File: src/rtl/tc8_pkg.sv
package tc8_pkg;
    typedef enum logic {
        SRC_INTERNAL = 1'b0,
        SRC_PIN      = 1'b1
    } tc8_src_e;

    typedef enum logic {
        EDGE_RISE = 1'b0,
        EDGE_FALL = 1'b1
    } tc8_edge_e;
endpackage

File: src/rtl/tc8_edge_sync.sv
module tc8_edge_sync
    import tc8_pkg::*;
#(
    parameter int STAGES = 2
) (
    input  logic clk,
    input  logic rst_n,
    input  logic pin_i,
    input  logic fall_i,
    output logic edge_o
);
    localparam int DEPTH = STAGES + 1;

    typedef struct packed {
        logic [DEPTH-1:0] shreg;
    } sync_state_t;

    sync_state_t st_d, st_q;
    logic [DEPTH-1:0] nxt;

    // stage 0 samples the pin, each later stage follows the one before it
    for (genvar gi = 0; gi < DEPTH; gi++) begin : g_stage
        if (gi == 0) begin : g_first
            assign nxt[gi] = pin_i;
        end else begin : g_rest
            assign nxt[gi] = st_q.shreg[gi-1];
        end
    end

    always_comb begin
        st_d.shreg = nxt;
    end

    always_ff @(posedge clk or negedge rst_n) begin
        if (!rst_n) st_q <= '0;
        else        st_q <= st_d;
    end

    logic cur, prev;
    assign cur  = st_q.shreg[DEPTH-2];
    assign prev = st_q.shreg[DEPTH-1];

    always_comb begin
        if (tc8_edge_e'(fall_i) == EDGE_FALL) edge_o = prev & ~cur;
        else                                  edge_o = cur & ~prev;
    end
endmodule

File: src/rtl/tc8_prescale.sv
module tc8_prescale #(
    parameter int PSC_W  = 8,
    parameter int RATE_W = 3
) (
    input  logic              clk,
    input  logic              rst_n,
    input  logic              clear_i,
    input  logic              tick_i,
    input  logic [RATE_W-1:0] rate_i,
    output logic              tick_o
);
    typedef struct packed {
        logic [PSC_W-1:0] cnt;
    } psc_state_t;

    psc_state_t st_d, st_q;
    logic [PSC_W-1:0] limit;
    logic             hit;

    always_comb begin
        limit  = PSC_W'((1 << (int'(rate_i) + 1)) - 1);
        hit    = (st_q.cnt == limit);
        tick_o = tick_i & hit & ~clear_i;

        st_d = st_q;
        if (clear_i) begin
            st_d.cnt = '0;
        end else if (tick_i) begin
            st_d.cnt = hit ? '0 : st_q.cnt + 1'b1;
        end
    end

    always_ff @(posedge clk or negedge rst_n) begin
        if (!rst_n) st_q <= '0;
        else        st_q <= st_d;
    end
endmodule

File: src/rtl/timer_counter8.sv
module timer_counter8
    import tc8_pkg::*;
#(
    parameter int CNT_W       = 8,
    parameter int PSC_W       = 8,
    parameter int SYNC_STAGES = 2,
    parameter int HOLD_TICKS  = 2,
    localparam int RATE_W     = $clog2(PSC_W)
) (
    input  logic              clk,
    input  logic              rst_n,
    input  logic              tclk_i,
    input  logic              src_pin_i,
    input  logic              edge_fall_i,
    input  logic              psc_on_i,
    input  logic [RATE_W-1:0] psc_rate_i,
    input  logic              wr_en_i,
    input  logic [CNT_W-1:0]  wr_data_i,
    output logic [CNT_W-1:0]  count_o,
    output logic              ovf_o
);
    localparam int HOLD_W = $clog2(HOLD_TICKS + 1);

    typedef struct packed {
        logic              phase;
        logic [HOLD_W-1:0] hold;
        logic [CNT_W-1:0]  count;
        logic              ovf;
    } tc_state_t;

    tc_state_t st_d, st_q;

    logic pin_edge;
    logic base_tick;
    logic psc_tick;
    logic inc_tick;
    logic use_pin;

    assign use_pin = (tc8_src_e'(src_pin_i) == SRC_PIN);

    tc8_edge_sync #(
        .STAGES (SYNC_STAGES)
    ) u_sync (
        .clk    (clk),
        .rst_n  (rst_n),
        .pin_i  (tclk_i),
        .fall_i (edge_fall_i),
        .edge_o (pin_edge)
    );

    tc8_prescale #(
        .PSC_W  (PSC_W),
        .RATE_W (RATE_W)
    ) u_psc (
        .clk     (clk),
        .rst_n   (rst_n),
        .clear_i (wr_en_i | ~psc_on_i),
        .tick_i  (base_tick),
        .rate_i  (psc_rate_i),
        .tick_o  (psc_tick)
    );

    always_comb begin
        base_tick = use_pin ? pin_edge : st_q.phase;
        inc_tick  = psc_on_i ? psc_tick : base_tick;

        st_d       = st_q;
        st_d.ovf   = 1'b0;
        st_d.phase = use_pin ? 1'b0 : ~st_q.phase;

        if (wr_en_i) begin
            st_d.count = wr_data_i;
            st_d.hold  = HOLD_W'(HOLD_TICKS);
            st_d.phase = 1'b0;
        end else if (inc_tick) begin
            if (st_q.hold != '0) begin
                st_d.hold = st_q.hold - 1'b1;
            end else begin
                st_d.count = st_q.count + 1'b1;
                st_d.ovf   = &st_q.count;
            end
        end
    end

    always_ff @(posedge clk or negedge rst_n) begin
        if (!rst_n) st_q <= '0;
        else        st_q <= st_d;
    end

    assign count_o = st_q.count;
    assign ovf_o   = st_q.ovf;
endmodule

File: config.mk
export PLATFORM = sky130hd
export DESIGN_NAME = timer_counter8
export DESIGN_NICKNAME = d
export VERILOG_FILES = /design/src/rtl/tc8_pkg.sv /design/src/rtl/tc8_edge_sync.sv /design/src/rtl/tc8_prescale.sv /design/src/rtl/timer_counter8.sv
export SDC_FILE = /design/constraint.sdc
export NUM_CORES = 1
export LEC_CHECK = 0
export ABC_AREA = 1
export CAP_MARGIN = 0
export CORE_MARGIN = 10
export CORE_UTILIZATION = 53
export CTS_CLUSTER_DIAMETER = 120
export DETAILED_ROUTE_END_ITERATION = 10
export HOLD_SLACK_MARGIN = 0.1
export PLACE_DENSITY = 0.8
export SLEW_MARGIN = 10
export SYNTH_ARGS = -nofsm -noshare
export SYNTH_HDL_FRONTEND = slang
export SYNTH_SLANG_ARGS = --single-unit
File: constraint.sdc
create_clock -name clk -period 2.1 [get_ports clk]
set_clock_uncertainty 0.2 [all_clocks]
set_input_delay 0.21 -clock clk [delete_from_list [all_inputs] [get_ports clk]]
set_output_delay 0.21 -clock clk [all_outputs]
set_load 0.02 [all_outputs]
==> qor.txt, run 1 <==
CP Cell Sequence - dlygate4sd2_1, inv_1, nand3_2, ha_4, or2_2, nand3_1, nor2_1, nand2_1, nor2_2, nand3_1, nand2_2, nand2_4, nand2_4, nand2_4, nand2_1, nand2_1
Mapped cell area - 1580 um^2
Period utilisation layout - 90.9%
H-tree lvl count - 1
Syn Nets - 253
Synthesis Warnings - 0
Initial Util - 56.2%
Die width - 74.5 um
Total Neg Setup Slack - 0 ns
P&R area growth vs syn - 25.3%
Die area - 5550 um^2
Worst endpoint data arrival time - 1.92 ns
Final ANT Viol Nets - 0
TritonCTS clock tree - done
Synth Flop Type - dfrtp_1
Worst min path class - in -> reg
Largest net degree at the start of global routing - 24
Final slew viol count - 0
N_diodes - 0
Reg clk slew, reported paths - 0.11 ns
TritonCTS Buffers - 3
Max Root-Sink Buffers - 2
Hold Violations, Final - 0
Drt total wl - 3410 um
Buf/Inv on CP - 2
DR pass1 iterations - 5
Max FO, Critical Path - 8
Setup crit end kind - register
Sequential element share of the synthesized area - 36.5%
Global-route wire length before repair - 5980 um
Most frequent cell after synthesis - nand2_1
Port Buf Inserts - 26
Root buf cell - clkbuf_4
Pwr Density - 558 nW/um^2
Share of the synthesized area in the top cell type - 36.5%
Syn_area_per_cell - 6.82 um^2
Placer Congestion - 0.919
Yosys top cell by area - dfrtp_1
Final Worst Setup Slack - 0.191 ns
# IOs - 27
Worst hold slack - 0.128 ns
Worst slack at placement - -0.456 ns
Critical Path Start Type - input port
Final instance area - 1970 um^2
Vias in the first global route - 1460
CP max-delay cell - ha_4
CP top delay family - simple AND/OR/NAND/NOR gates
Worst stage delay on the critical path - 0.28 ns
Crit path kind - in -> reg
Fin crit period - 1.91 ns
Net count, final - 290
Fillers - 246
Num Clock Sinks - 23
Async set-reset flop share out of synthesis - 100%
Final setup violation count - 0
Status - finished, final reports clean
DP HPWL - 2750 um
CP Data Required Time - 2.11 ns
EDFF count, synth - 0
Largest cells by area after synthesis - dfrtp_1 (37%), nand2_1 (16%), inv_1 (9.1%), nand3_1 (7.9%), o21ai_0 (7.0%)
Share of layout cells above drive strength 1 - 12.0%
Netlist cell types - 22
Peak Freq - 524 MHz
Vias per cell - 5.02
Die Ht - 74.5 um
Leading cell types by count after synthesis - nand2_1 (67), inv_1 (38), nand3_1 (25)
Initial antenna violation count - 0
Via Count - 1496
Total track usage - 13.1%
Initial DRC count - 92
Congestion Overflow GR - 0
Worst-skew pair later-pin latency - 0.32 ns
Max cap viols - 0
Placed cell area - 1910 um^2
Synthesized instance count - 231
CORE AREA - 2810 um^2
Power consumption - 1.10 mW
FP Rows - 19
Avg WL per Cell - 11.4 um
Static Leak - 1.01 nW
DRC - 0
Synth Register Bits - 23
Worst vdd ir - 413 uV
## worst register-to-register path: stages, from the launching register on
cell and delay [ns]:
dfrtp_1 0.42, inv_1 0.09, nand2_1 0.06, nand2_1 0.04, nand2_1 0.06, nand2_1 0.06, nor2_1 0.08, nand2_1 0.06
nor2_2 0.10, nand3_1 0.09, nand2_2 0.13, nand2_4 0.09, nand2_4 0.08, nand2_4 0.09, nand2_1 0.07, nand2_1 0.05
## registers in the layout, indices dropped and copies added, names as in the netlist
name,cells
count_o,8
ovf_o,1
st_q,3
u_psc.st_q,8
u_sync.st_q,3
## final cells by class
cell class | count | area (um^2) | share of cell area (%)
clock inverters | 1 | 5.00 | 0.254
multi-input cells | 162 | 821 | 41.6
well taps | 31 | 38.8 | 1.97
inverters | 38 | 143 | 7.23
flip-flops and latches | 23 | 576 | 29.2
repair buffers | 40 | 368 | 18.6
clock buffers | 3 | 22.5 | 1.14
## path summary, 6_finish.rpt
path                                                 from                         to  slack [ns]  cells past startpoint
worst max register to register  u_psc.st_q[2]$_DFFE_PN0P_     count_o[0]$_DFFE_PN0P_        0.23                     15
worst min register to register   u_sync.st_q[0]$_DFF_PN0_   u_sync.st_q[1]$_DFF_PN0_        0.16                      0
worst max-delay path                        psc_rate_i[2]     count_o[0]$_DFFE_PN0P_        0.19                     16
min in group asynchronous                           rst_n     count_o[2]$_DFFE_PN0P_        0.57                      3
max in group asynchronous                           rst_n  u_psc.st_q[2]$_DFFE_PN0P_        0.90                      3
worst min-delay path                               tclk_i   u_sync.st_q[0]$_DFF_PN0_        0.13                      1
## metrics by stage
stage | util [%] | instances
6_report | 70.3 | 298
3_5_place_dp | 68.0 | 292
2_1_floorplan | - | 231
5_1_grt | 70.3 | 298
4_1_cts | 69.8 | 298
3_3_place_gp | 68.0 | 292
## layout by cell type, fill, tap and decap left out, types with 12 or more instances in the layout
cell / count
o21ai_0: 22
nand2_1: 67
nand3_1: 24
nor2_1: 18
inv_1: 36
buf_4: 12
dfrtp_1: 23
clkdlybuf4s50_1: 23
## where the power goes
part | total, mW | leakage (nW) | internal [mW] | switching, mW
clock | 0.201 | 0.0177 | 0.0713 | 0.130
combinational | 0.379 | 0.693 | 0.170 | 0.209
sequential | 0.522 | 0.294 | 0.483 | 0.0390
## repair_timing
action,in CTS,in global routing
endpoints found under the setup margin,11,11
hold buffers,1,0
hold endpoints to repair,23,0
setup buffers,0,0
cloned,1,0
pin swaps,5,1
gates resized for setup,8,2
## logic make-up (layout without fill, tap and decap cells)
family | count (synthesis) | in the layout | synth area share [%]
xor+xnor | 3 | 3 | 1.67
buf+inv | 47 | 82 | 13.1
simple gates | 127 | 128 | 35.8
compound gates | 26 | 26 | 9.45
other cells | 1 | 1 | 0.238
flops | 23 | 23 | 36.5
fa+ha+maj | 4 | 4 | 3.18
## metal layers
metal | up-vias | GRT usage [%] | share of wire (%)
met5 | - | 0 | 0
met4 | 0 | 4.83 | 1.1
met3 | 4 | 3.19 | 5.9
met2 | 40 | 21.6 | 46
met1 | 657 | 16.3 | 47
li1 | 795 | - | -
(Power assumes the default switching activity.)
==> run 2, diff against run 1 <==
==> constraint.sdc (replaced) <==
create_clock -name clk -period 2.1 [get_ports clk]
set_clock_uncertainty 0.2 [all_clocks]
set_input_delay 0.42 -clock clk [delete_from_list [all_inputs] [get_ports clk]]
set_output_delay 0.42 -clock clk [all_outputs]
set_load 0.02 [all_outputs]
==> qor.txt, run 2 (synthesis results as in run 1) <==
Status - finished, final reports clean
Crit path kind - reg -> out
Critical R2R Capture - count_o[5]$_DFFE_PN0P_
Min-Delay Path Depth - 0 (-1)
DP HPWL - 2780 um (+1.3%)
Met1 Usage GRT - 17.6% (+1.4 points)
Met2 usage - 22.4% (+0.77 points)
Final setup violation count - 0 (unchanged)
Die area - 5550 um^2 (unchanged)
DRC - 0 (unchanged)
Max Root-Sink Buffers - 2 (unchanged)
Buf/Inv on CP - 1 (-1)
Min-delay src - u_sync.st_q[0]$_DFF_PN0_
R2r setup slk - 0.22 ns (about the same)
CORE AREA - 2810 um^2 (unchanged)
CP Cell Sequence - clkdlybuf4s50_1
DR pass1 iterations - 4 (-1)
Static Leak - 1.02 nW (+1.4%)
Total Neg Setup Slack - 0 ns (unchanged)
Initial antenna violation count - 0 (unchanged)
Initial Util - 56.2% (unchanged)
Critical Path Start Type - register
Unrepaired setup endpoints after global routing - true
Final slew viol count - 0 (unchanged)
Fin crit period - 2.04 ns (+0.131 ns)
Max FO, Critical Path - 6 (-2)
Worst vdd ir - 394 uV (-4.5%)
Met3 usage in global routing - 2.79% (-0.40 points)
Hold EP - u_sync.st_q[1]$_DFF_PN0_
Num Clock Sinks - 23 (unchanged)
Top Usage Layer GRT - met2
Critical Path Start - count_o[2]$_DFFE_PN0P_
P&R area growth vs syn - 28.4%
Vias in the first global route - 1482 (+1.5%)
Hold Violations, Final - 0 (unchanged)
Worst r2r src - u_psc.st_q[2]$_DFFE_PN0P_
Global-route wire length before repair - 6220 um (+3.9%)
CP top delay family - buffers and inverters
Final ANT Viol Nets - 0 (unchanged)
TritonCTS clock tree - done
Commonest cells after routing, fill and taps aside - nand2_1 (58), inv_1 (34), nand3_1 (23), dfrtp_1 (23), clkdlybuf4s50_1 (22)
Share of layout cells above drive strength 1 - 18.5% (+6.5 points)
CP max-delay cell - clkdlybuf4s50_1
# IOs - 27 (unchanged)
Port Buf Inserts - 26 (unchanged)
Drt total wl - 3560 um (+4.5%)
Vias per cell - 5.09 (+1.5%)
Reg clk slew, reported paths - 0.13 ns (+0.02 ns)
H-tree lvl count - 1 (unchanged)
Worst min path class - reg -> reg
Max cap viols - 0 (unchanged)
Power consumption - 1.13 mW (+2.5%)
Hold buffer count at CTS - 0 (-1)
Die width - 74.5 um (unchanged)
Congestion Overflow GR - 0 (unchanged)
Worst Reg-to-Reg Cells - 15 (unchanged)
Total track usage - 13.6% (+0.43 points)
TritonCTS Buffers - 3 (unchanged)
Most common cell after layout, fill and taps aside - nand2_1
Avg WL per Cell - 11.8 um (+3.4%)
Worst-skew pair later-pin latency - 0.31 ns (about the same)
Fillers - 249 (+1.2%)
Via Count - 1533 (+2.5%)
Pwr Density - 558 nW/um^2 (about the same)
Die Ht - 74.5 um (unchanged)
N_diodes - 0 (unchanged)
Period utilisation layout - 97.1% (+6.2 points)
Placer Congestion - 0.886 (-3.5%)
Worst stage delay on the critical path - 0.65 ns (+0.37 ns)
Peak Freq - 490 MHz (-6.4%)
Setup crit end kind - primary output
Largest net degree at the start of global routing - 24 (unchanged)
Worst endpoint data arrival time - 1.42 ns (-0.50 ns)
FP Rows - 19 (unchanged)
Initial DRC count - 78 (-15%)
CP Data Required Time - 1.48 ns (-0.63 ns)
Root buf cell - clkbuf_4
Net count, final - 293 (+1.0%)
[run 2: power by group]
| group | internal (mW) | switching [mW] | total, mW |
|---|---|---|---|
| sequential | 0.483 | 0.0425 | 0.525 |
| combinational | 0.180 | 0.223 | 0.403 |
| clock | 0.0740 | 0.126 | 0.200 |
| total | 0.737 | 0.392 | 1.13 |
[run 2: worst max-delay path by stage]
stage                              to  slack (ns)  cells past startpoint
3_5_place_dp   count_o[5]$_DFFE_PN0P_       -0.64                     19
5_1_grt        count_o[4]$_DFFE_PN0P_      -0.008                     16
4_1_cts        count_o[5]$_DFFE_PN0P_       0.009                     16
6_report                   count_o[2]        0.06                      1
3_3_place_gp   count_o[0]$_DFFE_PN0P_       -0.61                     19
2_1_floorplan  count_o[2]$_DFFE_PN0P_        0.02                     15
[run 2: area by class of cell]
type / count / area (um^2) / area share [%]
Multi-Input combinational cell: 162 / 857 / 42.4
Sequential cell: 23 / 576 / 28.5
Timing Repair Buffer: 43 / 378 / 18.7
Inverter: 38 / 146 / 7.24
Tap cell: 31 / 38.8 / 1.92
Clock buffer: 4 / 26.3 / 1.30
[run 2: layer usage]
layer / share of wire, % / vias to the layer above
li1: - / 799
met1: 49 / 706
met2: 46 / 26
met3: 4.3 / 2
met4: 0.53 / 0
met5: 0 / -
[run 2: per-stage QoR]
step | instances | cell area, um^2 | utilization [%] | hold WS, ns | worst slack, ns
floorplan | 231 | 1600 | - | -0.0756 | 0.0151
global placement | 293 | 1940 | 69.2 | 0.152 | -0.607
detailed placement | 293 | 1940 | 69.2 | 0.136 | -0.637
CTS | 300 | 1990 | 70.8 | 0.177 | 0.00863
global route | 301 | 2020 | 72.1 | 0.195 | -0.00819
finish | 301 | 2020 | 72.1 | 0.171 | 0.0602
[run 2: what timing repair did]
action	4_1_cts	5_1_grt
setup endpoints to repair	18	12
pin swaps	6	13
buffers inserted	2	1
gates cloned	1	0
gates resized for setup	7	21
